### config.mk
export PLATFORM = sky130hd
export DESIGN_NAME = precise_regfile
export DESIGN_NICKNAME = d
export VERILOG_FILES = /design/src/rtl/ffa_pkg.sv /design/src/rtl/ffa_arch_file.sv /design/src/rtl/ffa_future_file.sv /design/src/rtl/ffa_read_port.sv /design/src/rtl/precise_regfile.sv
export SDC_FILE = /design/constraint.sdc
export NUM_CORES = 1
export LEC_CHECK = 0
export BUFFER_PORTS_ARGS = -buffer_cell sky130_fd_sc_hd__buf_2
export CORE_MARGIN = 2
export CORE_UTILIZATION = 65
export CTS_CLUSTER_DIAMETER = 30
export CTS_CLUSTER_SIZE = 14
export DETAILED_ROUTE_END_ITERATION = 6
export GPL_TIMING_DRIVEN = 0
export HOLD_SLACK_MARGIN = 0.02
export PLACE_DENSITY = 0.86
export SYNTH_ARGS = -nofsm -noshare
export SYNTH_HDL_FRONTEND = slang
export SYNTH_SLANG_ARGS = --single-unit
### constraint.sdc
create_clock -name clk -period 8.8 [get_ports clk]
set_input_delay 0.44 -clock clk [delete_from_list [all_inputs] [get_ports clk]]
set_output_delay 0.44 -clock clk [all_outputs]
set_load 0.02 [all_outputs]
### src/rtl/ffa_pkg.sv
package ffa_pkg;
  // Youngest-writer test: entry must be pending and still hold this tag.
  function automatic logic youngest_writer(input logic ready,
                                           input logic [63:0] held,
                                           input logic [63:0] tag);
    return !ready && (held == tag);
  endfunction

  // Register index to flat bit offset.
  function automatic int unsigned slot_base(input int unsigned idx,
                                            input int unsigned width);
    return idx * width;
  endfunction
endpackage

### src/rtl/ffa_arch_file.sv
module ffa_arch_file #(
  parameter int NREG = 8,
  parameter int DW   = 16,
  parameter int RW   = $clog2(NREG)
) (
  input  logic                 clk,
  input  logic                 rst_n,
  input  logic                 wr_en,
  input  logic [RW-1:0]        wr_reg,
  input  logic [DW-1:0]        wr_data,
  output logic [NREG*DW-1:0]   state_flat
);
  for (genvar i = 0; i < NREG; i++) begin : g_reg
    logic [DW-1:0] q;
    always_ff @(posedge clk) begin
      if (!rst_n)                                  q <= '0;
      else if (wr_en && (wr_reg == RW'(i)))        q <= wr_data;
    end
    assign state_flat[i*DW +: DW] = q;
  end
endmodule

### src/rtl/ffa_future_file.sv
module ffa_future_file
  import ffa_pkg::*;
#(
  parameter int NREG = 8,
  parameter int DW   = 16,
  parameter int TW   = 4,
  parameter int RW   = $clog2(NREG)
) (
  input  logic                 clk,
  input  logic                 rst_n,
  input  logic                 dec_en,
  input  logic [RW-1:0]        dec_reg,
  input  logic [TW-1:0]        dec_tag,
  input  logic                 cmp_en,
  input  logic [RW-1:0]        cmp_reg,
  input  logic [TW-1:0]        cmp_tag,
  input  logic [DW-1:0]        cmp_data,
  input  logic                 restore,
  input  logic [NREG*DW-1:0]   arch_flat,
  output logic [NREG-1:0]      ready_vec,
  output logic [NREG*DW-1:0]   val_flat,
  output logic                 cmp_hit
);
  logic [DW-1:0] cmp_held;
  assign cmp_held = val_flat[slot_base(32'(cmp_reg), DW) +: DW];
  assign cmp_hit  = cmp_en && youngest_writer(ready_vec[cmp_reg], 64'(cmp_held), 64'(cmp_tag));

  for (genvar i = 0; i < NREG; i++) begin : g_ent
    logic          rdy;
    logic [DW-1:0] val;
    logic          dec_here, cmp_here;
    assign dec_here = dec_en && (dec_reg == RW'(i));
    assign cmp_here = cmp_hit && (cmp_reg == RW'(i));
    always_ff @(posedge clk) begin
      if (!rst_n) begin
        rdy <= 1'b1;
        val <= '0;
      end else if (restore) begin
        rdy <= 1'b1;
        val <= arch_flat[i*DW +: DW];
      end else if (dec_here) begin
        rdy <= 1'b0;
        val <= DW'(dec_tag);
      end else if (cmp_here) begin
        rdy <= 1'b1;
        val <= cmp_data;
      end
    end
    assign ready_vec[i]        = rdy;
    assign val_flat[i*DW +: DW] = val;
  end
endmodule

### src/rtl/ffa_read_port.sv
module ffa_read_port
  import ffa_pkg::*;
#(
  parameter int NREG = 8,
  parameter int DW   = 16,
  parameter int RW   = $clog2(NREG)
) (
  input  logic [RW-1:0]        sel,
  input  logic [NREG-1:0]      ready_vec,
  input  logic [NREG*DW-1:0]   val_flat,
  output logic                 ready,
  output logic [DW-1:0]        value
);
  assign ready = ready_vec[sel];
  assign value = val_flat[slot_base(32'(sel), DW) +: DW];
endmodule

### src/rtl/precise_regfile.sv
module precise_regfile #(
  parameter int NREG = 8,
  parameter int DW   = 16,
  parameter int TW   = 4,
  parameter int NRD  = 2,
  localparam int RW  = $clog2(NREG)
) (
  input  logic                 clk,
  input  logic                 rst_n,
  input  logic                 dec_en,
  input  logic [RW-1:0]        dec_reg,
  input  logic [TW-1:0]        dec_tag,
  input  logic                 cmp_en,
  input  logic [RW-1:0]        cmp_reg,
  input  logic [TW-1:0]        cmp_tag,
  input  logic [DW-1:0]        cmp_data,
  input  logic                 cmt_en,
  input  logic                 cmt_exc,
  input  logic [RW-1:0]        cmt_reg,
  input  logic [DW-1:0]        cmt_data,
  input  logic [NRD*RW-1:0]    rd_reg,
  output logic [NRD-1:0]       rd_ready,
  output logic [NRD*DW-1:0]    rd_value
);
  // Named internal events for the checker.
  logic                copy_evt;
  logic                arch_wr;
  logic                cmp_hit;
  logic [NREG-1:0]     fut_ready;
  logic [NREG*DW-1:0]  fut_val_flat;
  logic [NREG*DW-1:0]  arch_flat;

  assign copy_evt = cmt_en && cmt_exc;
  assign arch_wr  = cmt_en && !cmt_exc;

  ffa_arch_file #(.NREG(NREG), .DW(DW), .RW(RW)) u_arch (
    .clk(clk), .rst_n(rst_n),
    .wr_en(arch_wr), .wr_reg(cmt_reg), .wr_data(cmt_data),
    .state_flat(arch_flat)
  );

  ffa_future_file #(.NREG(NREG), .DW(DW), .TW(TW), .RW(RW)) u_fut (
    .clk(clk), .rst_n(rst_n),
    .dec_en(dec_en), .dec_reg(dec_reg), .dec_tag(dec_tag),
    .cmp_en(cmp_en), .cmp_reg(cmp_reg), .cmp_tag(cmp_tag), .cmp_data(cmp_data),
    .restore(copy_evt), .arch_flat(arch_flat),
    .ready_vec(fut_ready), .val_flat(fut_val_flat), .cmp_hit(cmp_hit)
  );

  for (genvar k = 0; k < NRD; k++) begin : g_rd
    ffa_read_port #(.NREG(NREG), .DW(DW), .RW(RW)) u_rp (
      .sel(rd_reg[k*RW +: RW]),
      .ready_vec(fut_ready), .val_flat(fut_val_flat),
      .ready(rd_ready[k]), .value(rd_value[k*DW +: DW])
    );
  end
endmodule

==> summary.md, run 1 <==
| Metric | Value |
|---|---|
| Row count | 55 |
| Root Driver | sky130_fd_sc_hd__clkbuf_16 |
| Final Wtd Congestion | 1.02 |
| Maximum clock insertion buffer count | 3 |
| Startpoint type of the worst setup path | input port |
| Actual slew at the worst max-slew pin | 1050 ps |
| Leakage component of the power | 7.24 nW |
| Vias/cell | 6.74 |
| Post-synth design cell area | 0.0148 mm2 |
| Post-CTS Setup Bufs | 0 |
| Fraction of registers with async set/reset | 0% |
| Number of clock buffers inserted by TritonCTS | 50 |
| Largest fanout on the critical path | 10 |
| Max H-tree Level | 2 |
| Global Route Usage Sum | 44.1% |
| Area inside the core boundary | 0.0225 mm2 |
| Worst vdd ir | 163 uV |
| Dominant cell type by area after synthesis | sky130_fd_sc_hd__dfxtp_1 |
| Number of maximum-capacitance constraint violations | 0 |
| Synthesized netlist net count | 1687 |
| Fill cell instance count of the final layout | 1550 |
| Slew headroom | 30.2% |
| Synthesized area per cell | 9.09 um2 |
| Post-route worst setup slack | 5170 ps |
| Crit path cell chain | buf_2 > buf_4 > buf_2 > buf_2 > nor4b_1 > o221ai_1 > o21ai_0 > a32oi_1 > nor2_1 > buf_2 > a31oi_2 > buf_4 > mux2i_1 |
| Clock latency on the worst-skew pair | 570 ps |
| Area of the die | 0.0240 mm2 |
| I/O pins | 95 |
| Count of antenna diodes in the layout | 0 |
| GRT Residual Overflow | 0 |
| Worst Path Class, Setup | in2reg |
| Synth top area cells | sky130_fd_sc_hd__dfxtp_1, sky130_fd_sc_hd__mux2i_1, sky130_fd_sc_hd__nand2_1 |
| Count of flip-flops with a built-in enable after synthesis | 0 |
| Clk_skew | 47.2 ps |
| Worst Hold Launch | cmt_data[14] |
| Clk sink count | 264 |
| Number of setup violations in the final report | 0 |
| Top flip-flop cell by instance count after synthesis | sky130_fd_sc_hd__dfxtp_1 |
| Distinct cell type count of the synthesized netlist | 49 |
| Post-Place Setup Slack | 4830 ps |
| Critical path data arrival time | 4120 ps |
| Worst-path cell with the longest stage delay | sky130_fd_sc_hd__nor2_1 |
| Detailed-route DRC error count | 0 |
| Required time worst endpoint | 9290 ps |
| Number of pins with negative max-slew slack in the final report | 0 |
| Period Utilization, post-route | 41.2% |
| DR pass1 iterations | 5 |
| Post-DRT Antenna Nets | 0 |
| Initial antenna violation count | 0 |
| Area share of the largest cell type after synthesis | 35.7% |
| Number of instances resized during post-cts repair | 0 |
| WL per Instance | 25.9 um |
| Die Span X | 155 um |
| Count of buffers from port buffering | 58 |
| Status | completed |
| Post-CTS Hold Fix Bufs | 0 |
| Post-DP HPWL | 40000 um |
| Power per standard cell area | 215 mW/mm2 |
| Drt initial violations | 1768 |
| Final Critical Period | 3630 ps |
| Routed WL | 53300 um |
| First element of the critical path | cmp_reg[1] |
| Worst reg2reg path startpoint | u_fut.g_ent[2].val[5]$_SDFFE_PN0P_ |
| Sequential element share of the synthesized area | 35.7% |
| Post-synthesis cell count | 1626 |
| Post-Route Utilization | 76.3% |
| Post-route setup TNS | 0 ps |
| Layout Nets | 1797 |
| Hold Violations, Final | 0 |
| Wire length of the first global-routing pass | 79600 um |
| CTS tree | done |
| Flop and latch count out of synthesis | 264 |
| Largest net degree at the start of global routing | 16 |
| Overall die height | 155 um |
| Number of global-route vias before repair | 13100 |
| Area growth from synthesis to final layout | 16.1% |
| Setup repair after global routing missed its margin | false |
| Number of vias after detailed routing | 13900 |
| Yosys warning total | 0 |
| Crit-path most repeated cell | sky130_fd_sc_hd__buf_2 |
| Critical Path Max Stage Delay | 470 ps |
| Hold WC Path Type | in2reg |
| Share of final-layout standard cells stronger than drive strength 1 | 15.9% |
| Endpoint class of the critical path | flop |
| Starting density of the core | 65.7% |
| Maximum operating frequency | 276 MHz |
| Clock edge transition at the registers on the reported setup and hold paths | 60 ps |
layout make-up:
type / instances / area, um2 / share of cell area [%]
Inverter: 9 / 33.8 / 0.197
Clock buffer: 59 / 1350 / 7.84
Multi-Input combinational cell: 1180 / 8760 / 51.0
Clock inverter: 34 / 387 / 2.25
Buffer: 173 / 707 / 4.12
Timing Repair Buffer: 58 / 290 / 1.69
Sequential cell: 264 / 5290 / 30.8
Tap cell: 285 / 357 / 2.08
through the flow:
step | cells | power (mW) | hold WS (ps) | instance area [um2]
after floorplan | 1626 | 1.61 | 444 | 14800
after global placement | 1969 | 1.74 | 471 | 15400
after detailed placement | 1969 | 1.75 | 478 | 15400
after CTS | 2062 | 3.65 | 285 | 17200
after global routing | 2062 | 3.75 | 322 | 17200
final | 2062 | 3.68 | 298 | 17200
per-layer routing:
metal  wire [um]  GRT usage, %  up-vias
li1            -             -     5992
met1       21600          62.7     6593
met2       23200          67.4     1133
met3        6720          9.89      170
met4        1820          13.4        0
met5           0             0        -
synth_stat cells (all sizes together) (3+ instances only):
cell    number
nor4        11
nor3        11
o21ai       11
and2        18
nor2        16
nand2      431
nand3b       3
a21oi        8
mux2i      204
a22oi        3
clkbuf     141
o211ai      34
and3         3
nor4b        3
nor2b       72
or4          4
mux4        68
a22o        96
nand3       35
a31oi       14
nand2b       3
inv          9
nor3b        4
buf         32
a21boi      64
dfxtp      264
mux2        39
final timing paths:
check,to,slack [ps],cells past startpoint
worst min-delay path,u_arch.g_reg[1].q[14]$_SDFFE_PN0P_,300,3
worst max register to register,u_fut.g_ent[5].val[5]$_SDFFE_PN0P_,5280,8
worst max-delay path,u_fut.g_ent[5].val[5]$_SDFFE_PN0P_,5170,13
worst min register to register,u_fut.g_ent[0].val[10]$_SDFFE_PN0P_,490,2
flip-flops by register name (all words and copies together), names as in the netlist:
register,count
u_arch.g.q,128
u_fut.g_ent.rdy,8
u_fut.g_ent.val,128
critical path: cells and delay by family:
kind | cells | cell delay (ps)
multiplexers | 1 | 200
AO/OA/AOI/OAI | 4 | 960
AND/OR/NAND/NOR | 2 | 820
buffers and inverters | 6 | 1670
cell usage in the layout, fill, tap and decap left out, types with 14 or more instances in the layout:
cell type	synthesis	final
sky130_fd_sc_hd__mux2i_1	204	204
sky130_fd_sc_hd__nor2b_1	72	72
sky130_fd_sc_hd__mux4_2	68	68
sky130_fd_sc_hd__and2_1	18	18
sky130_fd_sc_hd__mux2_2	39	39
sky130_fd_sc_hd__a22o_1	96	96
sky130_fd_sc_hd__buf_1	14	14
sky130_fd_sc_hd__nand3_1	35	35
sky130_fd_sc_hd__buf_2	7	65
sky130_fd_sc_hd__clkbuf_16	0	50
sky130_fd_sc_hd__nor2_1	16	16
sky130_fd_sc_hd__nand2_1	431	431
sky130_fd_sc_hd__clkbuf_1	141	144
sky130_fd_sc_hd__dfxtp_1	264	264
sky130_fd_sc_hd__a21boi_0	64	64
sky130_fd_sc_hd__o211ai_1	34	34
power by group:
part | internal [mW] | switching [mW]
Sequential | 1.24 | 0.0513
Combinational | 0.183 | 0.276
Clock | 1.23 | 0.702
logic make-up (layout without fill, tap and decap cells):
group | after synthesis | after routing | synth area share [%]
XOR/XNOR | 4 | 4 | 0.237
buffers and inverters | 182 | 333 | 5.01
AO/OA/AOI/OAI | 245 | 245 | 13.3
flip-flops | 264 | 264 | 35.7
AND/OR/NAND/NOR | 620 | 620 | 18.6
multiplexers | 311 | 311 | 27.1
No activity file was read; power rests on OpenSTA's default activity.
==> run 2: changes to the inputs <==
- CORE_UTILIZATION: 65 -> 56
- PLACE_DENSITY: 0.86 -> 0.78
- clock period: 8.8 -> 3.25 ns (I/O delays scaled with it)
==> run 2 against run 1 <==
Effect of this change:
- critical endpoint is now u_fut.g_ent[6].val[0]$_SDFFE_PN0P_
- sequential power grew to 2.7 times the previous value
- sequential share of layout area shrank 1.1 points
- non-clock buffer count grew 18
- critical path type is now reg2reg
- clock power grew to 3.1 times the previous value
==> summary.md, run 2 (synthesis results as in run 1) <==
| Metric | Value |
|---|---|
| Status | completed |
| Count of antenna diodes in the layout | 0 (unchanged) |
| Number of vias after detailed routing | 13600 (-2.2%) |
| Worst vdd ir | 472 uV (+190%) |
| GRT Residual Overflow | 0 (unchanged) |
| Post-Place Setup Slack | -433 ps (-5270 ps) |
| Global Route Usage Sum | 37.3% (-6.8 points) |
| Layout Nets | 1819 (+1.2%) |
| Clk sink count | 264 (unchanged) |
| Worst Hold Slack | 31.9 ps (-266 ps) |
| Hold Violations, Final | 0 (unchanged) |
| Count of buffers from port buffering | 58 (unchanged) |
| CTS tree | done |
| Number of setup violations in the final report | 0 (unchanged) |
| Post-placement cell count | 2019 (+2.5%) |
| Starting density of the core | 56.9% (-8.8 points) |
| Final Instance Area | 0.0178 mm2 (+3.6%) |
| Share of final-layout standard cells stronger than drive strength 1 | 16.8% (+0.93 points) |
| Placed standard-cell area | 0.0155 mm2 (+0.41%) |
| Drt initial violations | 1846 (+4.4%) |
| Number of maximum-capacitance constraint violations | 0 (unchanged) |
| Top flop regs | u_arch.g.q (128), u_fut.g_ent.val (128), u_fut.g_ent.rdy (8) |
| Post-route setup TNS | 0 ps (unchanged) |
| Most common library cell in the layout ignoring fill and taps | sky130_fd_sc_hd__nand2_1 |
| Critical path data arrival time | 3570 ps (-550 ps) |
| Largest net degree at the start of global routing | 17 (+1) |
| Die Span X | 166 um (+7.5%) |
| Number of clock buffers inserted by TritonCTS | 54 (+8.0%) |
| I/O pins | 95 (unchanged) |
| Initial antenna violation count | 0 (unchanged) |
| Clk_skew | 38.6 ps (-8.60 ps) |
| Area growth from synthesis to final layout | 20.2% |
| Maximum clock insertion buffer count | 3 (unchanged) |
| Worst Path Class, Setup | reg2reg |
| Most frequent cells in the layout | sky130_fd_sc_hd__nand2_1, sky130_fd_sc_hd__dfxtp_1, sky130_fd_sc_hd__mux2i_1 |
| Actual slew at the worst max-slew pin | 1210 ps (+163 ps) |
| Slew headroom | 18.7% (-12 points) |
| Final Critical Period | 3140 ps |
| Fin cells | 2139 (+3.7%) |
| Maximum operating frequency | 318 MHz |
| Required time worst endpoint | 3680 ps (-5610 ps) |
| Area of the die | 0.0277 mm2 (+16%) |
| Number of global-route vias before repair | 12700 (-2.8%) |
| Period Utilization, post-route | 96.6% |
| Wire length of the first global-routing pass | 78700 um (-1.1%) |
| Final Wtd Congestion | 0.997 (-2.2%) |
| Root Driver | sky130_fd_sc_hd__clkbuf_16 |
| Post-DRT Antenna Nets | 0 (unchanged) |
| Post-route worst setup slack | 110 ps (-5060 ps) |
| Post-DP HPWL | 40300 um (+0.69%) |
| Clock latency on the worst-skew pair | 600 ps (+30 ps) |
| Hold WC Path Type | in2reg |
| Post-Route Utilization | 68.4% (-7.9 points) |
| Max H-tree Level | 2 (unchanged) |
| Routed WL | 53400 um (about the same) |
| Largest fanout on the critical path | 10 (unchanged) |
| DR pass1 iterations | 6 (+1) |
| Clock edge transition at the registers on the reported setup and hold paths | 50 ps (about the same) |
| Startpoint type of the worst setup path | flop |
| Row count | 59 (+7.3%) |
| Endpoint class of the critical path | flop |
| Area inside the core boundary | 0.0260 mm2 (+15%) |
| Vias/cell | 6.35 (-5.7%) |
| Power per standard cell area | 606 mW/mm2 (+180%) |
| Number of pins with negative max-slew slack in the final report | 0 (unchanged) |
| WL per Instance | 25.0 um (-3.5%) |
| Leakage component of the power | 7.47 nW (+3.2%) |
| Detailed-route DRC error count | 0 (unchanged) |
| Overall die height | 166 um (+7.5%) |
| Total design power | 10.8 mW (+190%) |
## run 2: final timing paths
check                                  endpoint                                from  cells after the start  slack, ps
min reg2reg   u_arch.g_reg[7].q[7]$_SDFFE_PN0P_   u_arch.g_reg[7].q[7]$_SDFFE_PN0P_                      2        470
max reg2reg  u_fut.g_ent[6].val[0]$_SDFFE_PN0P_  u_fut.g_ent[2].val[5]$_SDFFE_PN0P_                     11        110
min          u_arch.g_reg[0].q[13]$_SDFFE_PN0P_                        cmt_data[13]                      3         30
max          u_fut.g_ent[6].val[0]$_SDFFE_PN0P_  u_fut.g_ent[2].val[5]$_SDFFE_PN0P_                     11        110
## run 2: critical path, cell delays in order (launching register included)
cell	delay (ps)
sky130_fd_sc_hd__dfxtp_1	330
sky130_fd_sc_hd__or4b_1	570
sky130_fd_sc_hd__o31ai_2	230
sky130_fd_sc_hd__o21ai_0	110
sky130_fd_sc_hd__or4b_4	580
sky130_fd_sc_hd__nor4_4	160
sky130_fd_sc_hd__buf_6	160
sky130_fd_sc_hd__buf_12	120
sky130_fd_sc_hd__buf_6	150
sky130_fd_sc_hd__a31oi_4	210
sky130_fd_sc_hd__buf_4	210
sky130_fd_sc_hd__mux2i_1	130
## run 2: area by class of cell
cell class | instances | area (um2)
inverters | 9 | 33.8
fillers | 2034 | 8210
clock buffers | 69 | 1520
multi-input cells | 1180 | 8800
plain buffers | 173 | 732
repair buffers | 76 | 479
clock inverters | 33 | 505
well taps | 335 | 419
flip-flops and latches | 264 | 5290
## run 2: power breakdown
part / switching (mW) / leakage, nW / internal [mW] / total [mW]
Combinational: 0.759 / 4.35 / 0.520 / 1.28
Sequential: 0.136 / 2.14 / 3.36 / 3.49
Clock: 1.96 / 0.975 / 4.05 / 6.00
## run 2: repair_timing
action,4_1_cts,5_1_grt
endpoints found under the hold margin,20,0
endpoints found under the setup margin,85,84
hold buffers,8,0
pin swaps,1,2
cloned,0,2
resized for setup,7,10
setup buffers,2,6
## run 2: layer usage
layer	share of wire (%)	vias up	global-route usage, %	wire length, um
met2	43	921	56.1	23000
li1	-	6030	-	-
met3	12	149	8.70	6300
met1	41	6481	53.0	22000
met5	0	-	0	0
met4	3.8	0	12.5	2010
==> run 3: changes to the inputs <==
- CORE_MARGIN: 2 -> 4
- SYNTH_HIERARCHICAL: not set -> 1
==> run 3 against run 2 <==
Effect of this change:
- the run now ends with DRC left
- power shrank 8.6%
- cell count is 3.9% lower
- die area is 6.1% higher
- design area fell by 1.6%
- utilization fell by 1.6 points
- hold slack better by 55 ps
- critical path type unchanged
- largest cell class unchanged
- highest routed layer unchanged
==> summary.md, run 3 <==
| Metric | Value |
|---|---|
| Routed WL | 53800 um (+0.86%) |
| Die Span X | 171 um (+3.0%) |
| Number of setup violations in the final report | 0 (unchanged) |
| Area inside the core boundary | 0.0262 mm2 (+0.85%) |
| Row count | 59 (unchanged) |
| Hold Violations, Final | 0 (unchanged) |
| Maximum operating frequency | 310 MHz (-2.6%) |
| Final Wtd Congestion | 1.02 (+2.0%) |
| Vias/cell | 6.60 (+4.0%) |
| Largest fanout on the critical path | 10 (unchanged) |
| Synthesized area per cell | 9.66 um2 (+6.2%) |
| Endpoint class of the critical path | flop |
| Max H-tree Level | 2 (unchanged) |
| Leakage component of the power | 7.97 nW (+6.7%) |
| Status | finished with violations |
| Most frequent cells in the layout | sky130_fd_sc_hd__nand2_1, sky130_fd_sc_hd__dfxtp_1, sky130_fd_sc_hd__mux2i_1 |
| Slew headroom | 29.8% (+11 points) |
| DR pass1 iterations | 7 (+1) |
| Detailed-route DRC error count | 1 (+1) |
| Worst Path Class, Setup | reg2reg |
| Post-synthesis cell count | 1550 (-4.7%) |
| Number of global-route vias before repair | 12900 (+1.2%) |
| Yosys warning total | 6 (+6) |
| WL per Instance | 26.2 um (+5.0%) |
| Post-route worst setup slack | 25.6 ps (-84.0 ps) |
| Drt initial violations | 2064 (+12%) |
| Area growth from synthesis to final layout | 16.9% |
| Area of the die | 0.0294 mm2 (+6.1%) |
| Number of pins with negative max-slew slack in the final report | 0 (unchanged) |
| Clock edge transition at the registers on the reported setup and hold paths | 50 ps (about the same) |
| Count of buffers from port buffering | 73 (+26%) |
| Number of vias after detailed routing | 13600 (-0.074%) |
| Total design power | 9.85 mW (-8.6%) |
| Clk_skew | 10.6 ps (-27.9 ps) |
| Most common library cell in the layout ignoring fill and taps | sky130_fd_sc_hd__nand2_1 |
| Final Critical Period | 3220 ps (+84.0 ps) |
| Power per standard cell area | 563 mW/mm2 (-7.2%) |
| Starting density of the core | 57.1% (+0.21 points) |
| Required time worst endpoint | 3690 ps (about the same) |
| Maximum clock insertion buffer count | 3 (unchanged) |
| Period Utilization, post-route | 99.2% (+2.6 points) |
| Post-DRT Antenna Nets | 0 (unchanged) |
| Clk sink count | 264 (unchanged) |
| Hold WC Path Type | in2reg |
| Post-route setup TNS | 0 ps (unchanged) |
| Worst Hold Slack | 87.3 ps (+55.4 ps) |
| Overall die height | 171 um (+3.0%) |
| Share of final-layout standard cells stronger than drive strength 1 | 17.7% (+0.94 points) |
| I/O pins | 95 (unchanged) |
| Global Route Usage Sum | 35.9% (-1.4 points) |
| Largest net degree at the start of global routing | 13 (-4) |
| Synthesized netlist net count | 1611 (-4.5%) |
| CTS tree | done |
| Root Driver | sky130_fd_sc_hd__clkbuf_16 |
| Count of antenna diodes in the layout | 0 (unchanged) |
| Top flop regs | u_arch/g.q (128), u_fut/g_ent.val (128), u_fut/g_ent.rdy (8) |
| GRT Residual Overflow | 0 (unchanged) |
| Violations in the final reports | DRC |
| Actual slew at the worst max-slew pin | 1050 ps (-163 ps) |
| Post-Place Setup Slack | -115 ps (+318 ps) |
| Placed standard-cell area | 0.0158 mm2 (+1.7%) |
| Startpoint type of the worst setup path | flop |
| Post-synth design cell area | 0.0150 mm2 (+1.2%) |
| Post-CTS Hold Fix Bufs | 0 (-8) |
| Initial antenna violation count | 0 (unchanged) |
| Final Instance Area | 0.0175 mm2 (-1.6%) |
| Layout Nets | 1743 (-4.2%) |
| Number of clock buffers inserted by TritonCTS | 48 (-11%) |
| Post-DP HPWL | 41200 um (+2.3%) |
| Wire length of the first global-routing pass | 79400 um (+0.80%) |
| Critical path data arrival time | 3660 ps (+90 ps) |
| Worst vdd ir | 423 uV (-10%) |
| Clock latency on the worst-skew pair | 540 ps (-60 ps) |
| Number of maximum-capacitance constraint violations | 0 (unchanged) |
run 3: what timing repair did:
| item | in CTS | in global routing |
|---|---|---|
| endpoints found under the setup margin | 10 | 42 |
| setup buffers | 0 | 9 |
| pin swaps | 2 | 4 |
| resized for setup | 0 | 1 |
run 3: worst max-delay path, stage by stage, from the launching register on:
cell                        delay [ps]
sky130_fd_sc_hd__dfxtp_1           340
sky130_fd_sc_hd__or4_1             610
sky130_fd_sc_hd__a2111oi_4         360
sky130_fd_sc_hd__o2111ai_1         190
sky130_fd_sc_hd__a221o_1           380
sky130_fd_sc_hd__buf_6             170
sky130_fd_sc_hd__nor4_2            480
sky130_fd_sc_hd__nor3_4            160
sky130_fd_sc_hd__buf_6             210
sky130_fd_sc_hd__mux2i_1           210
run 3: final timing paths:
check                                                         from                             endpoint  slack (ps)  depth (start not counted)
worst max-delay path            u_fut/g_ent[2].val[4]$_SDFFE_PN0P_  u_fut/g_ent[1].val[14]$_SDFFE_PN0P_          30                          9
worst min register to register   u_arch/g_reg[1].q[4]$_SDFFE_PN0P_    u_arch/g_reg[1].q[4]$_SDFFE_PN0P_         460                          2
worst max register to register  u_fut/g_ent[2].val[4]$_SDFFE_PN0P_  u_fut/g_ent[1].val[14]$_SDFFE_PN0P_          30                          9
worst min-delay path                                   cmt_data[0]    u_arch/g_reg[4].q[0]$_SDFFE_PN0P_          90                          3
run 3: power breakdown:
part	internal [mW]	switching, mW
registers	3.37	0.179
logic	0.485	0.728
clock network	3.38	1.71
total	7.23	2.62
run 3: layout make-up:
type                    count  area, um2
inverters                   4       15.0
multi-input cells        1124       8880
clock inverters            28        355
well taps                 335        419
plain buffers             158        796
clock buffers              60       1320
flip-flops and latches    264       5290
repair buffers             82        433
fillers                  2051       8710
run 3: through the flow:
step / utilization (%) / instances
2_1_floorplan: - / 1550
3_3_place_gp: 60.1 / 1958
3_5_place_dp: 60.1 / 1958
4_1_cts: 66.5 / 2046
5_1_grt: 66.8 / 2055
6_report: 66.8 / 2055
run 3: routing by layer:
layer	GRT usage (%)	wire, um
met1	49.9	22200
met2	54.8	23400
met3	8.16	5940
met4	13.7	2390
met5	0	0
